<file path="src/rtl/cirq_pkg.sv">
package cirq_pkg;
  localparam int unsigned REG_AW = 3;

  typedef enum logic [REG_AW-1:0] {
    A_SRCP    = 3'd0,
    A_MASK    = 3'd1,
    A_INTP    = 3'd2,
    A_OFFS    = 3'd3,
    A_SUBP    = 3'd4,
    A_SUBMASK = 3'd5
  } reg_sel_e;
endpackage

</file>
<file path="src/rtl/cirq_pend.sv">
// Pending register: rising-edge and level set, write-one clear, set wins.
module cirq_pend #(
  parameter int unsigned W = 32
) (
  input  logic         clk_i,
  input  logic         rst_ni,
  input  logic [W-1:0] edge_i,
  input  logic [W-1:0] lvl_i,
  input  logic [W-1:0] clr_i,
  output logic [W-1:0] pend_o
);
  logic [W-1:0] edge_q;
  logic [W-1:0] pend_q;
  logic [W-1:0] set_w;

  assign set_w  = (edge_i & ~edge_q) | lvl_i;
  assign pend_o = pend_q;

  always_ff @(posedge clk_i or negedge rst_ni) begin
    if (!rst_ni) begin
      edge_q <= '0;
      pend_q <= '0;
    end else begin
      edge_q <= edge_i;
      pend_q <= (pend_q & ~clr_i) | set_w;
    end
  end


  pend_hold_chk: assert property (@(posedge clk_i) disable iff (!rst_ni)
    1'b1 |=> ((($past(pend_q) & ~$past(clr_i)) & ~pend_q) == '0));
endmodule

</file>
<file path="src/rtl/cirq_sub_merge.sv">
// Merges gated sub-sources into per-main-line level requests.
module cirq_sub_merge #(
  parameter int unsigned N_SUB    = 11,
  parameter int unsigned N_MAIN   = 32,
  parameter int unsigned N_GRP    = 4,
  parameter int unsigned GRP_SIZE = 3,
  parameter int unsigned GRP_MAIN [N_GRP] = '{28, 23, 15, 31}
) (
  input  logic              clk_i,
  input  logic              rst_ni,
  input  logic [N_SUB-1:0]  subp_i,
  input  logic [N_SUB-1:0]  submask_i,
  output logic [N_MAIN-1:0] main_lvl_o
);
  logic [N_SUB-1:0] act_w;
  logic [N_GRP-1:0] grp_line;

  function automatic int unsigned grp_of(input int unsigned s);
    int unsigned g;
    g = s / GRP_SIZE;
    if (g >= N_GRP) g = N_GRP - 1;
    return g;
  endfunction

  assign act_w = subp_i & ~submask_i;

  always_comb begin
    grp_line = '0;
    for (int unsigned s = 0; s < N_SUB; s++) begin
      if (act_w[s]) grp_line[grp_of(s)] = 1'b1;
    end
  end

  always_comb begin
    main_lvl_o = '0;
    for (int unsigned k = 0; k < N_MAIN; k++) begin
      for (int unsigned g = 0; g < N_GRP; g++) begin
        if (GRP_MAIN[g] == k && grp_line[g]) main_lvl_o[k] = 1'b1;
      end
    end
  end


  sub_gate_chk: assert property (@(posedge clk_i) disable iff (!rst_ni)
    ((subp_i & ~submask_i) == '0) |-> (main_lvl_o == '0));
endmodule

</file>
<file path="src/rtl/cirq_pick.sv">
// Lowest-index pick: one-hot and encoded index.
module cirq_pick #(
  parameter int unsigned W  = 32,
  localparam int unsigned IW = (W > 1) ? $clog2(W) : 1
) (
  input  logic [W-1:0]  req_i,
  output logic [W-1:0]  oh_o,
  output logic [IW-1:0] idx_o
);
  assign oh_o = req_i & (~req_i + 1'b1);

  always_comb begin
    idx_o = '0;
    for (int i = W - 1; i >= 0; i--) begin
      if (req_i[i]) idx_o = i[IW-1:0];
    end
  end
endmodule

</file>
<file path="src/rtl/casc_irq_ctrl.sv">
module casc_irq_ctrl
  import cirq_pkg::*;
#(
  parameter int unsigned N_MAIN   = 32,
  parameter int unsigned N_SUB    = 11,
  parameter int unsigned N_GRP    = 4,
  parameter int unsigned GRP_SIZE = 3,
  parameter int unsigned GRP_MAIN [N_GRP] = '{28, 23, 15, 31},
  localparam int unsigned DATA_W  = N_MAIN,
  localparam int unsigned IDX_W   = $clog2(N_MAIN)
) (
  input  logic              clk_i,
  input  logic              rst_ni,
  input  logic [N_MAIN-1:0] src_i,
  input  logic [N_SUB-1:0]  sub_i,
  input  logic              bus_we_i,
  input  logic [REG_AW-1:0] bus_addr_i,
  input  logic [DATA_W-1:0] bus_wdata_i,
  output logic [DATA_W-1:0] bus_rdata_o,
  output logic              irq_o
);
  logic [N_MAIN-1:0] srcp, mask_q, intp_q, elig, pick_oh, main_lvl;
  logic [N_MAIN-1:0] clr_srcp, clr_intp;
  logic [N_SUB-1:0]  subp, submask_q, clr_subp;
  logic [IDX_W-1:0]  pick_idx, offs_idx;
  logic [N_MAIN-1:0] offs_oh;

  assign clr_srcp = (bus_we_i && bus_addr_i == A_SRCP) ? bus_wdata_i : '0;
  assign clr_intp = (bus_we_i && bus_addr_i == A_INTP) ? bus_wdata_i : '0;
  assign clr_subp = (bus_we_i && bus_addr_i == A_SUBP) ? bus_wdata_i[N_SUB-1:0] : '0;

  cirq_pend #(.W(N_SUB)) i_sub_pend (
    .clk_i  (clk_i),
    .rst_ni (rst_ni),
    .edge_i (sub_i),
    .lvl_i  ('0),
    .clr_i  (clr_subp),
    .pend_o (subp)
  );

  cirq_sub_merge #(
    .N_SUB   (N_SUB),
    .N_MAIN  (N_MAIN),
    .N_GRP   (N_GRP),
    .GRP_SIZE(GRP_SIZE),
    .GRP_MAIN(GRP_MAIN)
  ) i_merge (
    .clk_i     (clk_i),
    .rst_ni    (rst_ni),
    .subp_i    (subp),
    .submask_i (submask_q),
    .main_lvl_o(main_lvl)
  );

  cirq_pend #(.W(N_MAIN)) i_src_pend (
    .clk_i  (clk_i),
    .rst_ni (rst_ni),
    .edge_i (src_i),
    .lvl_i  (main_lvl),
    .clr_i  (clr_srcp),
    .pend_o (srcp)
  );

  assign elig = srcp & ~mask_q;

  cirq_pick #(.W(N_MAIN)) i_pick (
    .req_i(elig),
    .oh_o (pick_oh),
    .idx_o(pick_idx)
  );

  cirq_pick #(.W(N_MAIN)) i_offs (
    .req_i(intp_q),
    .oh_o (offs_oh),
    .idx_o(offs_idx)
  );

  always_ff @(posedge clk_i or negedge rst_ni) begin
    if (!rst_ni) begin
      mask_q    <= '1;
      submask_q <= '1;
      intp_q    <= '0;
    end else begin
      if (bus_we_i && bus_addr_i == A_MASK)    mask_q    <= bus_wdata_i;
      if (bus_we_i && bus_addr_i == A_SUBMASK) submask_q <= bus_wdata_i[N_SUB-1:0];
      if (intp_q == '0) intp_q <= pick_oh;
      else              intp_q <= intp_q & ~clr_intp;
    end
  end

  always_comb begin
    bus_rdata_o = '0;
    case (bus_addr_i)
      A_SRCP:    bus_rdata_o = srcp;
      A_MASK:    bus_rdata_o = mask_q;
      A_INTP:    bus_rdata_o = intp_q;
      A_OFFS:    bus_rdata_o = {{(DATA_W-IDX_W){1'b0}}, offs_idx};
      A_SUBP:    bus_rdata_o = {{(DATA_W-N_SUB){1'b0}}, subp};
      A_SUBMASK: bus_rdata_o = {{(DATA_W-N_SUB){1'b0}}, submask_q};
      default:   bus_rdata_o = '0;
    endcase
  end

  assign irq_o = |intp_q;


  intp_onehot_chk: assert property (@(posedge clk_i) disable iff (!rst_ni)
    $onehot0(intp_q));


  offs_match_chk: assert property (@(posedge clk_i) disable iff (!rst_ni)
    (intp_q != '0) |-> intp_q[offs_idx]);


  intp_hold_chk: assert property (@(posedge clk_i) disable iff (!rst_ni)
    (intp_q != '0) |=> (intp_q == ($past(intp_q) & ~$past(clr_intp))));


  intp_src_chk: assert property (@(posedge clk_i) disable iff (!rst_ni)
    ($past(intp_q) == '0 && intp_q != '0) |-> ((intp_q & $past(elig)) != '0));


  intp_prio_chk: assert property (@(posedge clk_i) disable iff (!rst_ni)
    ($past(intp_q) == '0 && intp_q != '0) |-> (($past(elig) & (intp_q - 1'b1)) == '0));
endmodule

</file>
<file path="config.mk">
export PLATFORM = sky130hd
export DESIGN_NAME = casc_irq_ctrl
export DESIGN_NICKNAME = d
export VERILOG_FILES = /design/src/rtl/cirq_pkg.sv /design/src/rtl/cirq_pend.sv /design/src/rtl/cirq_sub_merge.sv /design/src/rtl/cirq_pick.sv /design/src/rtl/casc_irq_ctrl.sv
export SDC_FILE = /design/constraint.sdc
export NUM_CORES = 1
export LEC_CHECK = 0
export ABC_AREA = 0
export BUFFER_PORTS_ARGS = -buffer_cell sky130_fd_sc_hd__buf_4
export CORE_MARGIN = 1.5
export CORE_UTILIZATION = 25
export DETAILED_ROUTE_END_ITERATION = 16
export GPL_TIMING_DRIVEN = 0
export PLACE_DENSITY_LB_ADDON = 0.2
export RECOVER_POWER = 25
export SLEW_MARGIN = 40
export SYNTH_ARGS = -nofsm -noshare
export SYNTH_HDL_FRONTEND = slang
export SYNTH_SLANG_ARGS = --single-unit
</file>
<file path="constraint.sdc">
create_clock -name clk_i -period 6 [get_ports clk_i]
set_clock_uncertainty 0.2 [all_clocks]
set_input_delay 0 -clock clk_i [delete_from_list [all_inputs] [get_ports clk_i]]
set_output_delay 0 -clock clk_i [all_outputs]
set_load 0.05 [all_outputs]
</file>
==> results of run 1 <==
==> logic make-up (layout without fill, tap and decap cells) <==
family | Yosys count | in the layout | share of synthesized area
multiplexers | 77 | 77 | 0.121
buffers and inverters | 95 | 322 | 0.0466
flip-flops | 161 | 161 | 0.533
AO/OA/AOI/OAI | 147 | 147 | 0.140
AND/OR/NAND/NOR | 260 | 260 | 0.160
==> critical path: stages, from the launching register on <==
cell and delay (ps):
dfrtp_1 430, nor4_1 420, nand4_1 270, nor4_4 760
nand4_4 250, or3_4 490, o41ai_2 300
==> report_power, final <==
group,switching [mW],total (mW),internal (mW),leakage [nW]
clock network,0.464,1.21,0.743,0.309
logic,0.373,0.671,0.298,2.51
registers,0.114,1.37,1.26,1.78
total,0.950,3.25,2.30,4.59
==> placed cells by master, fill, tap and decap left out, drive strengths merged, types with 4 or more instances in the layout <==
master	instances
nand2	118
dfrtp	118
clkbuf	87
dlygate4sd3	80
buf	74
inv	71
nor2	65
mux2	43
dfstp	43
a22o	38
a21oi	28
mux2i	26
o21ai	24
nand2b	20
nor2b	18
o31ai	11
o22ai	9
nor3	9
mux4	8
nor4	7
nand3	6
nand4	6
bufinv	5
o2bb2ai	4
a32o	4
clkinv	4
==> cells in the mapped netlist (2+ instances only) <==
master,instances
a22o_1,36
nand4_1,5
nand3_1,6
nand2b_1,20
mux2i_1,26
nor3_1,9
buf_1,5
o21a_1,2
a211oi_1,2
mux4_2,8
a22o_2,2
dfstp_2,43
nor4_1,3
a31oi_1,3
nor4_2,3
inv_1,69
nand3b_1,3
dfrtp_1,118
o2bb2ai_1,4
nand2_1,118
o21ai_0,24
a21oi_1,28
a22oi_1,3
nor2b_1,18
o31ai_1,11
a211o_1,3
nor2_1,65
o22ai_1,9
a32o_1,4
mux2_2,43
clkbuf_1,21
o221ai_1,2
o41ai_2,2
==> worst max-delay path by stage <==
| stage | startpoint | to | slack (ps) | cells after the start |
|---|---|---|---|---|
| floorplan | intp_q[28] | bus_rdata_o[0] | 2980 | 5 |
| detailed placement | intp_q[16] | intp_q[31] | 2770 | 6 |
| finish | intp_q[22] | intp_q[31] | 2760 | 6 |
| global route | intp_q[22] | intp_q[31] | 2620 | 6 |
| global placement | bus_addr_i[0] | bus_rdata_o[31] | 2730 | 8 |
| CTS | intp_q[22] | intp_q[31] | 2770 | 6 |
==> state kept, by name (all words and copies together), names as in the netlist <==
name and flops:
i_sub_pend.pend_o 11, submask_q 11, i_src_pend.edge_q 32, mask_q 32, i_src_pend.pend_o 32, intp_q 32, i_sub_pend.edge_q 11
==> final cells by class <==
class	count	area [µm²]	area share
clock inverters	12	206	0.0198
inverters	69	259	0.0248
multi-input cells	484	3220	0.308
flip-flops and latches	161	4080	0.391
repair buffers	195	1650	0.158
clock buffers	20	437	0.0418
plain buffers	26	103	0.00982
well taps	390	488	0.0467
==> routing by layer <==
layer	wire length, µm	vias to the layer above	track usage
met1	11700	3166	0.224
met5	0	-	0
li1	-	3000	-
met3	805	22	0.0251
met4	406	0	0.0469
met2	11600	124	0.259
==> per-stage QoR <==
stage / hold slack, ps / utilization / area, µm²
6_report: 39.5 / 0.350 / 10400
3_5_place_dp: -302 / 0.303 / 9060
5_1_grt: 33.6 / 0.350 / 10400
3_3_place_gp: -80.3 / 0.301 / 8980
2_1_floorplan: -496 / - / 7660
4_1_cts: 11.4 / 0.352 / 10500
==> reports/metrics.cfg, run 1 <==
[route]
dr.pass1.iters = 5
vias = 6312
drc = 0
wirelength_um = 24500
wire_per_inst_um = 18.0
via_per_inst = 4.65
ant_nets = 0
drt_iter0_markers = 392

[placed_design]
dp.final_hpwl_um = 17700
post-place-ws_ps = 2770
portBuffers = 112
dp_cells = 1244
gp_congestion = 0.812

[setup_path]
cp.required_ps = 6130
worst-setup-path-type = flip-flop to flip-flop
critPathLaunchType = flip-flop
rr_endpoint = intp_q[31]
r2r_cells = 6
critPathCaptureType = flip-flop
r2r_slack_ps = 2760
r2r_start = intp_q[22]
critPathMaxFanout = 9
worstPathArrival_ps = 3360

[clocking]
htree_levels = 4
clock_latency_ps = 430
clkSlewWorstSetupHoldPaths_ps = 60
cts_resized = 0
clock_sinks = 161
cts_made_buffers = 17
cts_buffer_depth = 2
postCtsSetupBuffers = 0
cts_root_buffer = clkbuf_16
cts_tree = yes
holdBufCountCts = 81

[synth]
synth_edf_count = 0
yosysTopAreaCell = dfrtp_1
ys_seq_area_frac = 0.533
syn_avg_cell_area_um2 = 10.3
synthArstFlopShare = 1.00
synth.distinct_cells = 55
synth_top_flop_cell = dfrtp_1
netlist_area_um2 = 7660
synth_top_area_frac = 0.386
syn_nets = 821
syn_inst = 740
ys_ff_latch = 161
synth_area_leaders = dfrtp_1 (39%), dfstp_2 (15%), mux2_2 (6.3%), nand2_1 (5.8%), a22o_1 (4.1%)
ys_warn_count = 0

[timing]
grt_setup_unrepaired = no
tightest_slew_ps = 1490
worst_slack_ps = 2760
fin_tns_setup_ps = 0
hold_viol = 0
fmax_ghz = 0.309
finalCritPeriodShare = 0.539
period_needed_ps = 3240
finalMaxSlewViolations = 0
slew_headroom = 0.00748
setup_viol = 0

[layout]
area_delta_synth_final_pct = 36.4
diodes = 0
fin_nets = 1035
fillCellCount = 3106
stdcell_count = 1357
drive_gt1_frac = 0.250

[global_route]
grt_pass1_wl_um = 37900
grt_max_degree = 66
grt_use_total = 0.161
grt_pass1_vias = 6439
grt_antenna_before_repair = 0
overflow = 0

[power]
p_total_mw = 3.25
leakagePower_nw = 4.59
vdd_drop_max_mv = 0.167
power_density_nw_per_um2 = 311

[floorplanning]
std_cell_rows = 63
start_util = 0.256
die_w_um = 178
ios = 114
core_area_um2 = 29900
die_h_um = 178
die-area_um2 = 31700

[status]
status = complete, no violations

[worst_hold_path]
hold_path_startpoint = src_i[2]
min_delay_worst_endpoint = i_src_pend.edge_q[2]
holdPathStages = 2
worstHoldPathType = primary input to flip-flop

[job]
max-cap-violations = 0

No activity file was read; power rests on OpenSTA's default activity.
==> run 2: changes to the inputs <==
- ABC_AREA: 0 -> 1
- clock period: 6 -> 3.4 ns (I/O delays scaled with it)
==> run 2 against run 1 <==
  * Register-to-register slack got worse by 2400 ps
  * Wire length up 1.5%
  * Flip-flop and latch count unchanged
  * Cell count grew 7.8%
  * Count of clock-buffer cells in the layout is 3 lower
  * Global-route usage up 0.43 points
  * Utilization grew 0.35 points
  * Final area decreased by 1.9%
==> reports/metrics.cfg, run 2 <==
[status]
status = complete, no violations

[layout]
fillCellCount = 3095  ; -0.35%
regArea_um2 = 4080  ; unchanged
finalInstanceArea_um2 = 10200  ; -1.9%
multi_input_area_um2 = 2630  ; -18%
drive_gt1_frac = 0.203  ; -0.0471
area_delta_synth_final_pct = 37.8
fin_nets = 1146  ; +11%
stdcell_count = 1463  ; +7.8%
final_cell_mix = inv_1 (165), o21ai_0 (165), nand2_1 (158), dfrtp_1 (118), dlygate4sd3_1 (78)

[synth]
ys_seq_area_frac = 0.549  ; +0.0157
syn_inst = 852  ; +15%
synth_area_leaders = dfrtp_1 (40%), dfstp_2 (15%), o21ai_0 (11%), inv_1 (8.3%), nand2_1 (8.0%)
syn_avg_cell_area_um2 = 8.73  ; -16%
ys_warn_count = 0  ; unchanged
yosysTopAreaCell = dfrtp_1
synth_top_area_frac = 0.397  ; +0.0114
syn_nets = 933  ; +14%
synth_edf_count = 0  ; unchanged
synth_top_flop_cell = dfrtp_1
ys_ff_latch = 161  ; unchanged
synth_commonest_cells = inv_1 (165), o21ai_0 (165), nand2_1 (159), dfrtp_1 (118), dfstp_2 (43)
netlist_area_um2 = 7440  ; -2.9%
synthArstFlopShare = 1.00  ; unchanged
synth.distinct_cells = 39  ; -29%

[setup_path]
cp.required_ps = 3200  ; -2930 ps
worstPathArrival_ps = 2920  ; -440 ps
worst-setup-path-type = flip-flop to output pin
critPathLaunchType = flip-flop
critPathMaxFanout = 10  ; +1
critPathCaptureType = output pin

[clocking]
cts_root_buffer = clkbuf_16
clock_latency_ps = 440  ; about the same
cts_buffer_depth = 2  ; unchanged
htree_levels = 4  ; unchanged
postCtsSetupBuffers = 0  ; unchanged
cts_made_buffers = 17  ; unchanged
cts_tree = yes
clock_sinks = 161  ; unchanged
clkSlewWorstSetupHoldPaths_ps = 70  ; about the same

[placed_design]
gp_congestion = 0.852  ; +4.9%
post-place-ws_ps = 59.3  ; -2710 ps
dpl_cell_area_um2 = 8830  ; -2.5%
portBuffers = 113  ; +0.89%
dp_cells = 1351  ; +8.6%
dp.final_hpwl_um = 17700  ; +0.15%

[timing]
finalMaxSlewViolations = 0  ; unchanged
fmax_ghz = 0.321
hold_viol = 0  ; unchanged
period_needed_ps = 3120
hold_ws_ps = 31.4  ; -8.08 ps
grt_setup_unrepaired = no
tightest_slew_ps = 1080  ; -413 ps
slew_headroom = 0.283  ; +0.275
worst_slack_ps = 281  ; -2480 ps
setup_viol = 0  ; unchanged
finalCritPeriodShare = 0.917
fin_tns_setup_ps = 0  ; unchanged

[floorplanning]
die_w_um = 175  ; -1.4%
die_h_um = 175  ; -1.4%
std_cell_rows = 62  ; -1.6%
ios = 114  ; unchanged
core_area_um2 = 29000  ; -2.9%
start_util = 0.256  ; about the same
die-area_um2 = 30800  ; -2.8%

[global_route]
grt_max_degree = 61  ; -7.6%
grt_antenna_before_repair = 1  ; +1
overflow = 0  ; unchanged
grt_pass1_wl_um = 38300  ; +0.95%
grt_use_total = 0.166  ; +0.00425
grt_pass1_vias = 6597  ; +2.5%

[route]
wirelength_um = 24800  ; +1.5%
ant_nets = 0  ; unchanged
dr.pass1.iters = 5  ; unchanged
vias = 6736  ; +6.7%
wire_per_inst_um = 17.0  ; -5.9%
drt_iter0_markers = 442  ; +13%
via_per_inst = 4.60  ; -1.0%
drc = 0  ; unchanged

[worst_hold_path]
worstHoldPathType = primary input to flip-flop

[power]
power_density_nw_per_um2 = 558  ; +80%
vdd_drop_max_mv = 0.352  ; +110%
leakagePower_nw = 4.77  ; +3.9%

[job]
max-cap-violations = 0  ; unchanged

-- run 2: cell count changes after synthesis, sizes merged, moves of 26 or more --
cell	change
mux2	-43
nand2	+42
inv	+101
a22o	-38
mux2i	-26
o21ai	+142
-- run 2: what timing repair did --
action / 4_1_cts / 5_1_grt
gates resized for setup: 1 / 3
endpoints found under the setup margin: 1 / 2
endpoints found under the hold margin: 262 / 0
hold buffers: 79 / 0
-- run 2: layout make-up --
type	instances	share of cell area
clock inverter	15	0.0225
antenna	1	0.000244
tap	384	0.0469
multi-input combinational	496	0.257
clock buffer	17	0.0415
sequential	161	0.399
inverter	171	0.0627
timing repair buffer	194	0.162
buffer	24	0.00879
-- run 2: per-stage QoR --
stage	power, mW	util
3_3_place_gp	3.47	0.302
2_1_floorplan	3.06	-
5_1_grt	6.00	0.353
3_5_place_dp	3.49	0.304
4_1_cts	5.77	0.355
6_report	5.72	0.353
-- run 2: kinds of logic (layout without fill, tap and decap cells) --
logic type,count (synthesis),count (layout),share of synthesized area
other cells,0,1,0
simple gates,248,248,0.147
buf+inv,195,421,0.0984
compound gates,248,248,0.206
flops,161,161,0.549
-- run 2: routing by layer --
layer,vias to the layer above,track usage,part of all wire
met5,-,0,0
met1,3283,0.235,0.48
met3,17,0.0320,0.051
met2,182,0.261,0.46
li1,3254,-,-
met4,0,0.0349,0.0092
-- run 2: path summary, 6_finish.rpt --
kind / from / endpoint / slack [ps] / depth (start not counted)
max: intp_q[27] / irq_o / 280 / 6
min reg2reg: i_src_pend.edge_q[7] / i_src_pend.pend_o[7] / 210 / 1
max in group asynchronous: rst_ni / intp_q[8] / 850 / 4
min in group asynchronous: rst_ni / mask_q[8] / 1110 / 3
min: sub_i[4] / i_sub_pend.edge_q[4] / 30 / 2
max reg2reg: mask_q[1] / intp_q[29] / 360 / 21
-- run 2: worst max-delay path, stage by stage (launching register included) --
cell and delay (ps):
dfrtp_1 410, nor4_1 550, nand3_1 290, nor2_4 350
inv_1 180, clkbuf_1 380, buf_4 330
-- run 2: report_power, final --
part           switching [mW]  internal (mW)
logic                   0.746          0.418
registers               0.148           2.21
clock network           0.884           1.31
==> run 3: changes to the inputs <==
- CORE_ASPECT_RATIO: default -> 1.4
==> run 3 against run 2 <==
  * The flow now finishes with violations (negative hold slack)
  * Cell count rose by 0.27%
  * Clock power down 7%
  * Wire length rose by 0.58%
  * Utilization shrank 0.18 points
  * Critical path type unchanged
==> reports/metrics.cfg, run 3 (same netlist as run 2, synthesis figures left out) <==
[status]
violations = negative hold slack
status = finished, violations left

[setup_path]
critPathLaunchType = flip-flop
critPathMaxStageDelay_ps = 390  ; -160 ps
critPathCaptureType = output pin
worst-setup-path-type = flip-flop to output pin
cp.required_ps = 3200  ; about the same
r2r_slack_ps = 340  ; -20 ps
critPathMaxFanout = 3  ; -7
worstPathArrival_ps = 2920  ; about the same
critPathSlowestCell = dfrtp_1
crit_top_cell = nand2_1

[global_route]
grt_pass1_wl_um = 39600  ; +3.6%
grt_pass1_vias = 7036  ; +6.7%
grt_max_degree = 68  ; +11%
grt_antenna_before_repair = 0  ; -1
overflow = 0  ; unchanged
grt_use_total = 0.171  ; +0.00494

[power]
leakagePower_nw = 4.82  ; +0.91%
vdd_drop_max_mv = 0.324  ; -8.0%
power_density_nw_per_um2 = 542  ; -2.9%

[timing]
slew_headroom = 0.0891  ; -0.193
fmax_ghz = 0.320  ; about the same
finalCritPeriodShare = 0.918  ; about the same
hold_ws_ps = -18.5  ; -49.9 ps
fin_tns_setup_ps = 0  ; unchanged
grt_setup_unrepaired = no
period_needed_ps = 3120  ; +2.65 ps
finalMaxSlewViolations = 0  ; unchanged
setup_viol = 0  ; unchanged
tightest_slew_ps = 1370  ; +290 ps
hold_viol = 1  ; +1

[clocking]
cts_tree = yes
clock_latency_ps = 440  ; about the same
clkSlewWorstSetupHoldPaths_ps = 70  ; about the same
cts_made_buffers = 17  ; unchanged
postCtsSetupBuffers = 0  ; unchanged
clock_sinks = 161  ; unchanged
cts_root_buffer = clkbuf_16
htree_levels = 4  ; unchanged
cts_buffer_depth = 2  ; unchanged

[route]
wire_per_inst_um = 17.0  ; +0.31%
ant_nets = 0  ; unchanged
drc = 0  ; unchanged
dr.pass1.iters = 5  ; unchanged
drt_iter0_markers = 376  ; -15%
via_per_inst = 4.55  ; -1.2%
wirelength_um = 25000  ; +0.58%
vias = 6670  ; -0.98%

[placed_design]
dpl_cell_area_um2 = 8830  ; about the same
dp.final_hpwl_um = 17900  ; +1.2%
gp_congestion = 0.859  ; +0.80%
portBuffers = 113  ; unchanged

[layout]
regArea_um2 = 4080  ; unchanged
drive_gt1_frac = 0.204  ; +0.00108
final_core_util = 0.351  ; -0.00176
fillCellCount = 3115  ; +0.65%
finalInstanceArea_um2 = 10300  ; +0.34%
multi_input_area_um2 = 2630  ; unchanged
area_delta_synth_final_pct = 38.2
diodes = 0  ; -1
fin_nets = 1155  ; +0.79%
final_cell_mix = inv_1 (165), o21ai_0 (165), nand2_1 (159), dfrtp_1 (118), dlygate4sd3_1 (87)

[floorplanning]
start_util = 0.254  ; -0.00215
core_area_um2 = 29300  ; +0.85%
die_w_um = 149  ; -15%
ios = 114  ; unchanged
std_cell_rows = 74  ; +19%
die_h_um = 207  ; +18%
die-area_um2 = 30800  ; about the same

[job]
max-cap-violations = 0  ; unchanged

[worst_hold_path]
worstHoldPathType = primary input to flip-flop

run 3: cell count changes in the layout (fill, tap and decap cells not counted), moves of 2 or more:
cell | before | now
clkbuf_1 | 31 | 28
clkinv_2 | 1 | 5
clkbuf_4 | 36 | 39
clkbuf_8 | 0 | 2
bufinv_16 | 5 | 3
clkinvlp_4 | 3 | 1
dlygate4sd3_1 | 78 | 87
run 3: path summary, 6_finish.rpt:
check	startpoint	depth (start not counted)	end
hold / removal	bus_addr_i[0]	5	intp_q[15]
hold reg to reg	i_sub_pend.edge_q[8]	1	i_sub_pend.pend_o[8]
max in group asynchronous	rst_ni	4	i_src_pend.edge_q[2]
min in group asynchronous	rst_ni	3	submask_q[5]
setup / recovery	intp_q[29]	33	bus_rdata_o[0]
setup reg to reg	mask_q[1]	21	intp_q[28]
run 3: layout make-up:
type	instances	share of cell area
Buffer	24	0.00889
Tap cell	380	0.0463
Clock inverter	13	0.0153
Timing Repair Buffer	203	0.170
Sequential cell	161	0.397
Inverter	171	0.0624
Clock buffer	19	0.0441
Multi-Input combinational cell	496	0.256
run 3: stage by stage:
| step | power [mW] | hold WS [ps] | worst slack, ps | instances |
|---|---|---|---|---|
| final | 5.57 | -18.5 | 278 | 1467 |
| after global routing | 5.86 | 14.1 | 6.31 | 1467 |
| after CTS | 5.64 | 1.00 | 83.4 | 1467 |
| after detailed placement | 3.49 | -283 | 363 | 1347 |
| after global placement | 3.47 | -80.2 | 115 | 1345 |
| after floorplan | 3.06 | -496 | 783 | 852 |
run 3: critical path, delay by kind of cell (launching register included):
family                 cells  cell delay (ps)
buffers and inverters      2              310
AND/OR/NAND/NOR           31             1760
flip-flops                 1              390
run 3: report_power, final:
group / internal (mW) / switching (mW) / total [mW]
Clock: 1.20 / 0.847 / 2.04
Sequential: 2.21 / 0.150 / 2.36
Combinational: 0.423 / 0.746 / 1.17
Total: 3.83 / 1.74 / 5.57
run 3: repair_timing:
action                                  CTS  global route
hold buffers                             88             0
gates resized for setup                   0             2
endpoints found under the setup margin    0             2
endpoints found under the hold margin   322             0
run 3: per-layer routing:
metal | global-route usage | wire length [µm] | vias to the layer above
li1 | - | - | 3261
met1 | 0.209 | 10600 | 3224
met2 | 0.297 | 12800 | 153
met3 | 0.0311 | 1090 | 32
met4 | 0.0611 | 447 | 0
met5 | 0 | 0 | -
